$ cat src/rtl/irq_route_pkg.sv
`timescale 1ns/1ps
package irq_route_pkg;

    // Slot classes recognised by the swizzle stage
    typedef enum logic [1:0] {
        SLOT_FIXED_HI,   // on-board slot tied to a fixed line
        SLOT_FIXED_LO,   // on-board slots tied to line 0
        SLOT_ROTATE,     // expansion slots: pin rotated by slot position
        SLOT_PASS        // anything else: pin is the line
    } slot_class_e;

    localparam logic [7:0] ROUTE_RESET = 8'h80;

endpackage

$ cat src/rtl/irq_swizzle.sv
`timescale 1ns/1ps
module irq_swizzle
    import irq_route_pkg::*;
#(
    parameter int DEVFN_W   = 8,
    parameter int NUM_LINES = 4,
    parameter int SLOT_HI   = 10,
    parameter int HI_LINE   = 3,
    parameter int SLOT_LO_A = 11,
    parameter int SLOT_LO_B = 12,
    parameter int ROT_BASE  = 18,
    localparam int LINE_W   = $clog2(NUM_LINES),
    localparam int SLOT_W   = DEVFN_W - 3
) (
    input  logic [DEVFN_W-1:0] devfn,
    input  logic [LINE_W-1:0]  pin,
    output logic [LINE_W-1:0]  line
);

    logic [SLOT_W-1:0] slot;
    logic [LINE_W-1:0] rot_ofs;
    slot_class_e       cls;

    assign slot    = devfn[DEVFN_W-1:3];
    assign rot_ofs = LINE_W'(slot - SLOT_W'(ROT_BASE));

    always_comb begin
        if (slot == SLOT_W'(SLOT_HI))
            cls = SLOT_FIXED_HI;
        else if (slot == SLOT_W'(SLOT_LO_A) || slot == SLOT_W'(SLOT_LO_B))
            cls = SLOT_FIXED_LO;
        else if (slot >= SLOT_W'(ROT_BASE) && slot < SLOT_W'(ROT_BASE + NUM_LINES))
            cls = SLOT_ROTATE;
        else
            cls = SLOT_PASS;
    end

    always_comb begin
        unique case (cls)
            SLOT_FIXED_HI: line = LINE_W'(HI_LINE);
            SLOT_FIXED_LO: line = '0;
            SLOT_ROTATE:   line = rot_ofs + pin;
            SLOT_PASS:     line = pin;
            default:       line = pin;
        endcase
    end

endmodule

$ cat src/rtl/irq_line_store.sv
`timescale 1ns/1ps
module irq_line_store #(
    parameter int NUM_LINES = 4,
    localparam int LINE_W   = $clog2(NUM_LINES)
) (
    input  logic                 clk,
    input  logic                 rst_n,
    input  logic                 upd_valid,
    input  logic [LINE_W-1:0]    upd_line,
    input  logic                 upd_level,
    output logic [NUM_LINES-1:0] levels
);

    always_ff @(posedge clk) begin
        if (!rst_n)
            levels <= '0;
        else if (upd_valid)
            levels[upd_line] <= upd_level;
    end


    level_capture_chk: assert property (@(posedge clk) disable iff (!rst_n)
        upd_valid |=> levels[$past(upd_line)] == $past(upd_level));


    level_hold_chk: assert property (@(posedge clk) disable iff (!rst_n)
        !upd_valid |=> $stable(levels));

endmodule

$ cat src/rtl/irq_route_table.sv
`timescale 1ns/1ps
module irq_route_table
    import irq_route_pkg::*;
#(
    parameter int NUM_LINES = 4,
    parameter int ROUTE_W   = 8,
    localparam int LINE_W   = $clog2(NUM_LINES)
) (
    input  logic                         clk,
    input  logic                         rst_n,
    input  logic                         wr_en,
    input  logic [LINE_W-1:0]            wr_idx,
    input  logic [ROUTE_W-1:0]           wr_data,
    output logic [NUM_LINES*ROUTE_W-1:0] routes
);

    for (genvar k = 0; k < NUM_LINES; k++) begin : g_entry
        logic [ROUTE_W-1:0] entry_q;

        always_ff @(posedge clk) begin
            if (!rst_n)
                entry_q <= ROUTE_W'(ROUTE_RESET);
            else if (wr_en && wr_idx == LINE_W'(k))
                entry_q <= wr_data;
        end

        assign routes[k*ROUTE_W +: ROUTE_W] = entry_q;


        route_write_chk: assert property (@(posedge clk) disable iff (!rst_n)
            (wr_en && wr_idx == LINE_W'(k)) |=> entry_q == $past(wr_data));
    end

endmodule

$ cat src/rtl/irq_route_merge.sv
`timescale 1ns/1ps
module irq_route_merge #(
    parameter int NUM_LINES  = 4,
    parameter int NUM_INPUTS = 16,
    parameter int ROUTE_W    = 8
) (
    input  logic [NUM_LINES-1:0]         levels,
    input  logic [NUM_LINES*ROUTE_W-1:0] routes,
    output logic [NUM_INPUTS-1:0]        irq_out
);

    for (genvar n = 0; n < NUM_INPUTS; n++) begin : g_input
        logic [NUM_LINES-1:0] hit;
        for (genvar k = 0; k < NUM_LINES; k++) begin : g_line
            assign hit[k] = levels[k] &&
                (routes[k*ROUTE_W +: ROUTE_W] == ROUTE_W'(n));
        end
        assign irq_out[n] = |hit;
    end

endmodule

$ cat src/rtl/pci_irq_router.sv
`timescale 1ns/1ps
module pci_irq_router #(
    parameter int DEVFN_W    = 8,
    parameter int NUM_LINES  = 4,
    parameter int NUM_INPUTS = 16,
    parameter int ROUTE_W    = 8,
    localparam int LINE_W    = $clog2(NUM_LINES)
) (
    input  logic                  clk,
    input  logic                  rst_n,
    input  logic                  evt_valid,
    input  logic [DEVFN_W-1:0]    evt_devfn,
    input  logic [LINE_W-1:0]     evt_pin,
    input  logic                  evt_level,
    input  logic                  rt_wr_en,
    input  logic [LINE_W-1:0]     rt_wr_idx,
    input  logic [ROUTE_W-1:0]    rt_wr_data,
    output logic [NUM_INPUTS-1:0] irq_out
);

    logic [LINE_W-1:0]            sw_line;
    logic [NUM_LINES-1:0]         line_lvl;
    logic [NUM_LINES*ROUTE_W-1:0] route_vec;
    logic                         all_open;

    irq_swizzle #(
        .DEVFN_W   (DEVFN_W),
        .NUM_LINES (NUM_LINES)
    ) u_swizzle (
        .devfn (evt_devfn),
        .pin   (evt_pin),
        .line  (sw_line)
    );

    irq_line_store #(
        .NUM_LINES (NUM_LINES)
    ) u_lines (
        .clk       (clk),
        .rst_n     (rst_n),
        .upd_valid (evt_valid),
        .upd_line  (sw_line),
        .upd_level (evt_level),
        .levels    (line_lvl)
    );

    irq_route_table #(
        .NUM_LINES (NUM_LINES),
        .ROUTE_W   (ROUTE_W)
    ) u_routes (
        .clk     (clk),
        .rst_n   (rst_n),
        .wr_en   (rt_wr_en),
        .wr_idx  (rt_wr_idx),
        .wr_data (rt_wr_data),
        .routes  (route_vec)
    );

    irq_route_merge #(
        .NUM_LINES  (NUM_LINES),
        .NUM_INPUTS (NUM_INPUTS),
        .ROUTE_W    (ROUTE_W)
    ) u_merge (
        .levels  (line_lvl),
        .routes  (route_vec),
        .irq_out (irq_out)
    );

    always_comb begin
        all_open = 1'b1;
        for (int k = 0; k < NUM_LINES; k++)
            if (route_vec[k*ROUTE_W +: ROUTE_W] < ROUTE_W'(NUM_INPUTS))
                all_open = 1'b0;
    end


    open_routes_quiet_chk: assert property (@(posedge clk) disable iff (!rst_n)
        all_open |-> irq_out == '0);


    merge_no_extra_chk: assert property (@(posedge clk) disable iff (!rst_n)
        $countones(irq_out) <= $countones(line_lvl));


    reset_quiet_chk: assert property (@(posedge clk)
        !rst_n |=> irq_out == '0);


    idle_stable_chk: assert property (@(posedge clk) disable iff (!rst_n)
        (!evt_valid && !rt_wr_en) |=> $stable(irq_out));

endmodule

$ cat config.mk
export PLATFORM = sky130hd
export DESIGN_NAME = pci_irq_router
export DESIGN_NICKNAME = d
export VERILOG_FILES = /design/src/rtl/irq_route_pkg.sv /design/src/rtl/irq_swizzle.sv /design/src/rtl/irq_line_store.sv /design/src/rtl/irq_route_table.sv /design/src/rtl/irq_route_merge.sv /design/src/rtl/pci_irq_router.sv
export SDC_FILE = /design/constraint.sdc
export NUM_CORES = 1
export LEC_CHECK = 0
export BUFFER_PORTS_ARGS = -buffer_cell sky130_fd_sc_hd__buf_2
export CORE_UTILIZATION = 40
export DETAILED_ROUTE_END_ITERATION = 8
export GPL_TIMING_DRIVEN = 1
export PLACE_DENSITY = 0.6
export SKIP_LAST_GASP = 1
export SLEW_MARGIN = 30
export SYNTH_ARGS = -nofsm -noshare
export SYNTH_HDL_FRONTEND = slang
export SYNTH_HIERARCHICAL = 1
export SYNTH_SLANG_ARGS = --single-unit
$ cat constraint.sdc
create_clock -name clk -period 2.5 [get_ports clk]
set_input_delay 0.25 -clock clk [delete_from_list [all_inputs] [get_ports clk]]
set_output_delay 0.25 -clock clk [all_outputs]
set_load 0.02 [all_outputs]
==> results of run 1 <==
==> metal layers <==
| metal | wire [µm] | track usage (%) | part of all wire (%) |
|---|---|---|---|
| met5 | 0 | 0 | 0 |
| met3 | 260 | 3.86 | 4.8 |
| met4 | 186 | 10.6 | 3.5 |
| met1 | 2680 | 27.3 | 50 |
| met2 | 2250 | 28.2 | 42 |
==> per-stage QoR <==
stage | total power [mW] | std cells | setup WS (ps) | util [%]
after global placement | 0.770 | 366 | 538 | 47.9
final | 1.20 | 373 | 162 | 49.8
after CTS | 1.22 | 373 | 207 | 49.8
after global routing | 1.26 | 373 | 88.8 | 49.8
after detailed placement | 0.773 | 366 | 527 | 47.9
after floorplan | 0.723 | 259 | 464 | -
==> critical path: stages (launching register included) <==
cell and delay (ps):
dfxtp_1 320, or3_4 410, nor3_1 600, a22oi_1 200
nand3_1 110, buf_2 160
==> worst max path at each step <==
stage	from	end	slack, ps
after global placement	u_routes/g_entry[3].entry_q[5]	irq_out[7]	540
after global routing	u_routes/g_entry[3].entry_q[5]	irq_out[1]	90
after floorplan	u_routes/g_entry[0].entry_q[5]	irq_out[2]	460
after detailed placement	u_routes/g_entry[2].entry_q[5]	irq_out[2]	530
final	u_routes/g_entry[3].entry_q[5]	irq_out[7]	160
after CTS	u_routes/g_entry[3].entry_q[5]	irq_out[3]	210
==> area by class of cell <==
class	count	area [µm²]	area share, %
clock buffer	7	96.3	3.74
inverter	8	30.0	1.17
multi-input combinational	207	1400	54.2
sequential	36	721	28.0
tap	70	87.6	3.40
timing repair buffer	45	245	9.52
==> Yosys cell counts <==
master    count
and3b_1       1
nor3b_2       1
o221ai_1      5
or4_4         1
o221ai_2      1
a32oi_1       5
nand2_1      59
dfxtp_1      36
or3_4         4
nand2b_4      1
ha_1          1
mux2i_1      37
nand4_1       5
nand4b_1      1
o22a_1        2
or3b_1        1
and2_1        1
o21ai_0       1
a31oi_1       1
a22oi_1      12
a21oi_1       2
nand3b_1      3
inv_1         8
nor4b_2       1
nor2b_2       1
nand3_1      11
or4b_4        2
nor3_1        3
buf_2         2
nor4b_1       1
nand2b_1     11
or3_1         1
nor4_1        7
xnor2_1       2
nor2b_1      13
o311ai_1      2
clkbuf_1      5
nor2_1        7
buf_6         1
==> registers in the layout, indices dropped and copies added (netlist names) <==
| register | cells |
|---|---|
| u_lines/levels | 4 |
| u_routes/g_entry.entry_q | 32 |
==> placed cells by master (no fill, tap or decap), types with 7 or more instances in the layout <==
cell type	instances
nor2b_1	13
dfxtp_1	36
buf_2	37
nor4_1	7
clkbuf_8	7
nor2_1	7
nand2_1	59
a22oi_1	12
nand3_1	11
mux2i_1	37
nand2b_1	11
inv_1	8
buf_4	8
==> logic make-up (layout without fill, tap and decap cells) <==
logic type | after synthesis | count (layout) | share of synthesized area, %
AND/OR/NAND/NOR | 136 | 136 | 34.2
multiplexers | 37 | 37 | 16.9
flip-flops | 36 | 36 | 33.0
AO/OA/AOI/OAI | 31 | 31 | 11.4
buffers and inverters | 16 | 60 | 3.20
XOR/XNOR | 2 | 2 | 0.801
adder cells (fa/ha/maj) | 1 | 1 | 0.572
==> power breakdown <==
part	switching [mW]	total, mW	internal (mW)
Sequential	0.0209	0.616	0.595
Combinational	0.0820	0.145	0.0627
Clock	0.197	0.443	0.245
Total	0.300	1.20	0.903
==> impl_metrics.tcl, run 1 <==
set metrics [dict create \
    status "complete, no violations" \
    max_freq_mhz 428 \
    yosys.area.top_type_share_pct 33.0 \
    start_util_pct 42.3 \
    timing.rr.start "u_routes/g_entry[0].entry_q[2]" \
    timing.hold.ws_ps 261 \
    via_per_inst 5.43 \
    diodes 0 \
    cts_inserted_buffers 5 \
    holdPathEnd "u_routes/g_entry[3].entry_q[7]" \
    core_mm2 0.00517 \
    ant_nets 0 \
    die_area_mm2 0.00577 \
    ys_seq_area_share_pct 33.0 \
    setup_violations 0 \
    gp_congestion 0.910 \
    timing.final.crit_share_pct 93.5 \
    synthTopCellsByArea "dfxtp_1, mux2i_1, nand2_1" \
    fin_crit_ps 2340 \
    ys_ff_latch 36 \
    htree_num_levels 2 \
    final.setup.tns_ps 0 \
    end_kind "output pin" \
    grt_pass1_vias 1875 \
    drt_wl_total_mm 5.37 \
    cts_tree "done" \
    hp-class "input port to register" \
    required_ps 2250 \
    hold_depth 3 \
    crit_type "register to output pin" \
    nFillCells 516 \
    routedWlPerCell_um 14.4 \
    max_cap_violations 0 \
    cts_buffer_depth 2 \
    p_leak_nw 1.13 \
    slew_violations 0 \
    postSynthAreaPerCell_um2 8.44 \
    regToRegEndpoint "u_routes/g_entry[0].entry_q[2]" \
    fin_area_mm2 0.00258 \
    cts-root-buf "clkbuf_8" \
    synth_area_mm2 0.00219 \
    vias 2026 \
    dp.final_hpwl_mm 4.12 \
    grt_max_degree 29 \
    min_from "rt_wr_data[7]" \
    die_w_um 75.9 \
    grt_use_total_pct 19.6 \
    synth_cell_types 39 \
    placedInstanceArea_mm2 0.00248 \
    critPathArrivalTime_ps 2090 \
    port_buffers 37 \
    synthCells 259 \
    firstDrtPassIters 5 \
    ir_worst_vdd_v 0.000455 \
    yosys.area.top_type "dfxtp_1" \
    antenna_found_initial 0 \
    regToRegSetupSlack_ps 1670 \
    nNetsFinal 329 \
    slew_headroom_pct 53.4 \
    drtIter0Drc 99 \
    drive_above_1_share_pct 21.1 \
    max_slew.worst_pin.slew_ps 693 \
    r2r_cells 2 \
    power_density_mw_per_mm2 467 \
    postCtsSetupBuffers 0 \
    cts_resized 0 \
    clk_latency_ps 280 \
    rsz0062_at_grt "false" \
    synthToLayoutAreaGrowth_pct 17.8 \
    rows 26 \
    grt-ovfl-total 0 \
    worstSetupStartpointType "register" \
    syn-num-nets 285 \
    grt_pass1_wl_mm 8.94 \
    die_h_um 75.9 \
    ctsHoldBuffers 0 \
    clkSlewWorstSetupHoldPaths_ps 70 \
    io_pins 41 \
    finClkSkew_ps 0 \
    yosys_warnings 6 \
    hold_viol 0 \
    drc 0 \
    cts.sinks 36 \
    cp_max_fo 4 \
]
No activity file was read; power rests on OpenSTA's default activity.
==> run 2: changes to the inputs <==
--- a/config.mk
+++ b/config.mk
@@ -6,10 +6,13 @@
 export NUM_CORES = 1
 export LEC_CHECK = 0
 export BUFFER_PORTS_ARGS = -buffer_cell sky130_fd_sc_hd__buf_2
+export CELL_PAD_IN_SITES_DETAIL_PLACEMENT = 0
+export CELL_PAD_IN_SITES_GLOBAL_PLACEMENT = 1
 export CORE_UTILIZATION = 40
 export DETAILED_ROUTE_END_ITERATION = 8
+export GPL_ROUTABILITY_DRIVEN = 0
 export GPL_TIMING_DRIVEN = 1
-export PLACE_DENSITY = 0.6
+export PLACE_DENSITY = 0.77
 export SKIP_LAST_GASP = 1
 export SLEW_MARGIN = 30
 export SYNTH_ARGS = -nofsm -noshare
==> run 2 against run 1 <==
- clock power rose by 25%
- largest cell class unchanged
- largest power group unchanged
- design area rose by 0.87%
- register-to-register slack barely moved
- flip-flop and latch count did not move
- wire length rose by 2.8%
- via count fell by 0.54%
- clock-buffer cell count did not move
- non-clock buffer count fell by 1
- fmax fell by 0.33%
- sequential share of layout area fell by 0.24 points
- critical path depth did not move
==> impl_metrics.tcl, run 2 (synthesis results as in run 1) <==
set metrics [dict create \
    clkSlewWorstSetupHoldPaths_ps 70 \
    routedWlPerCell_um 14.8 \
    synthToLayoutAreaGrowth_pct 18.8 \
    timing.final.crit_share_pct 93.8 \
    finClkSkew_ps 0 \
    hp-class "input port to register" \
    crit_type "register to output pin" \
    slew_headroom_pct 52.6 \
    io_pins 41 \
    cts_buffer_depth 2 \
    final_common_cell "nand2_1" \
    cp_slowest_stage_delay_ps 610 \
    die_w_um 75.9 \
    grt_max_degree 26 \
    cts_inserted_buffers 5 \
    timing.hold.ws_ps 267 \
    fin_crit_ps 2350 \
    firstDrtPassIters 4 \
    grt_pass1_wl_mm 9.33 \
    drtIter0Drc 116 \
    port_buffers 37 \
    via_per_inst 5.40 \
    nNetsFinal 328 \
    crit_family "simple AND/OR/NAND/NOR gates" \
    largest_reg_flops 32 \
    final.setup.tns_ps 0 \
    max_freq_mhz 426 \
    rows 26 \
    p_leak_nw 1.14 \
    drc 0 \
    ctsHoldBuffers 0 \
    grt-ovfl-total 0 \
    ir_worst_vdd_v 0.000524 \
    postCtsSetupBuffers 0 \
    die_area_mm2 0.00577 \
    worstSetupStartpointType "register" \
    regToRegSetupSlack_ps 1670 \
    rsz0062_at_grt "false" \
    cts_resized 0 \
    hold_viol 0 \
    cp_max_fo 4 \
    layout_common_cells "nand2_1, buf_2, mux2i_1" \
    crit_chain "or3_4 > nor3_1 > a22oi_1 > nand3_1 > buf_2" \
    max_slew.worst_pin.slew_ps 705 \
    htree_num_levels 2 \
    ant_nets 0 \
    setup_violations 0 \
    vias 2015 \
    max_cap_violations 0 \
    start_util_pct 42.3 \
    critPathArrivalTime_ps 2100 \
    clk_latency_ps 290 \
    dp.final_hpwl_mm 4.18 \
    nFillCells 531 \
    power_density_mw_per_mm2 505 \
    required_ps 2250 \
    diodes 0 \
    crit_slowest_cell "nor3_1" \
    cts.sinks 36 \
    reg.largest.list "u_routes/g_entry.entry_q x32, u_lines/levels x4" \
    status "complete, no violations" \
    grt_pass1_vias 1973 \
    slew_violations 0 \
    regMostFlops "u_routes/g_entry.entry_q" \
    drive_above_1_share_pct 21.1 \
    cts-root-buf "clkbuf_8" \
    drt_wl_total_mm 5.53 \
    end_kind "output pin" \
    antenna_found_initial 0 \
    crit_buf_inv 1 \
    grt_use_total_pct 20.0 \
    core_mm2 0.00517 \
    die_h_um 75.9 \
    cts_tree "done" \
]
## run 2: report_power, final
group	total [mW]	switching, mW	internal (mW)
sequential	0.617	0.0218	0.595
combinational	0.143	0.0813	0.0616
clock	0.552	0.200	0.352
## run 2: final cells by class
type | instances | area [µm²] | area share (%)
clock buffers | 7 | 96.3 | 3.71
inverters | 8 | 30.0 | 1.16
flip-flops and latches | 36 | 721 | 27.7
clock inverters | 1 | 30.0 | 1.16
multi-input cells | 207 | 1400 | 53.7
well taps | 70 | 87.6 | 3.37
repair buffers | 44 | 238 | 9.15
## run 2: worst register-to-register path, stage by stage (launching register included)
cell	delay [ps]
dfxtp_1	540
nand2_1	90
mux2i_1	130
## run 2: through the flow
step / util [%] / total power [mW] / area (µm²) / cells / setup slack, ps
after detailed placement: 47.8 / 0.773 / 2470 / 365 / 485
after CTS: 50.2 / 1.32 / 2600 / 373 / 172
after floorplan: - / 0.723 / 2190 / 259 / 464
final: 50.2 / 1.31 / 2600 / 373 / 155
after global placement: 47.8 / 0.770 / 2470 / 365 / 534
after global routing: 50.2 / 1.37 / 2600 / 373 / 62.5
## run 2: final timing paths
check | from | end | cells past startpoint
setup / recovery | u_routes/g_entry[3].entry_q[5] | irq_out[3] | 5
hold / removal | rt_wr_data[7] | u_routes/g_entry[0].entry_q[7] | 3
setup reg to reg | u_routes/g_entry[0].entry_q[3] | u_routes/g_entry[0].entry_q[3] | 2
hold reg to reg | u_routes/g_entry[3].entry_q[6] | u_routes/g_entry[3].entry_q[6] | 2
## run 2: per-layer routing
layer  vias up  track usage [%]  share of wire, %
li1       1032                -                 -
met1       909             26.8                48
met2        65             30.9                44
met3         9             4.58               6.6
met4         0             8.08               1.7
met5         -                0                 0
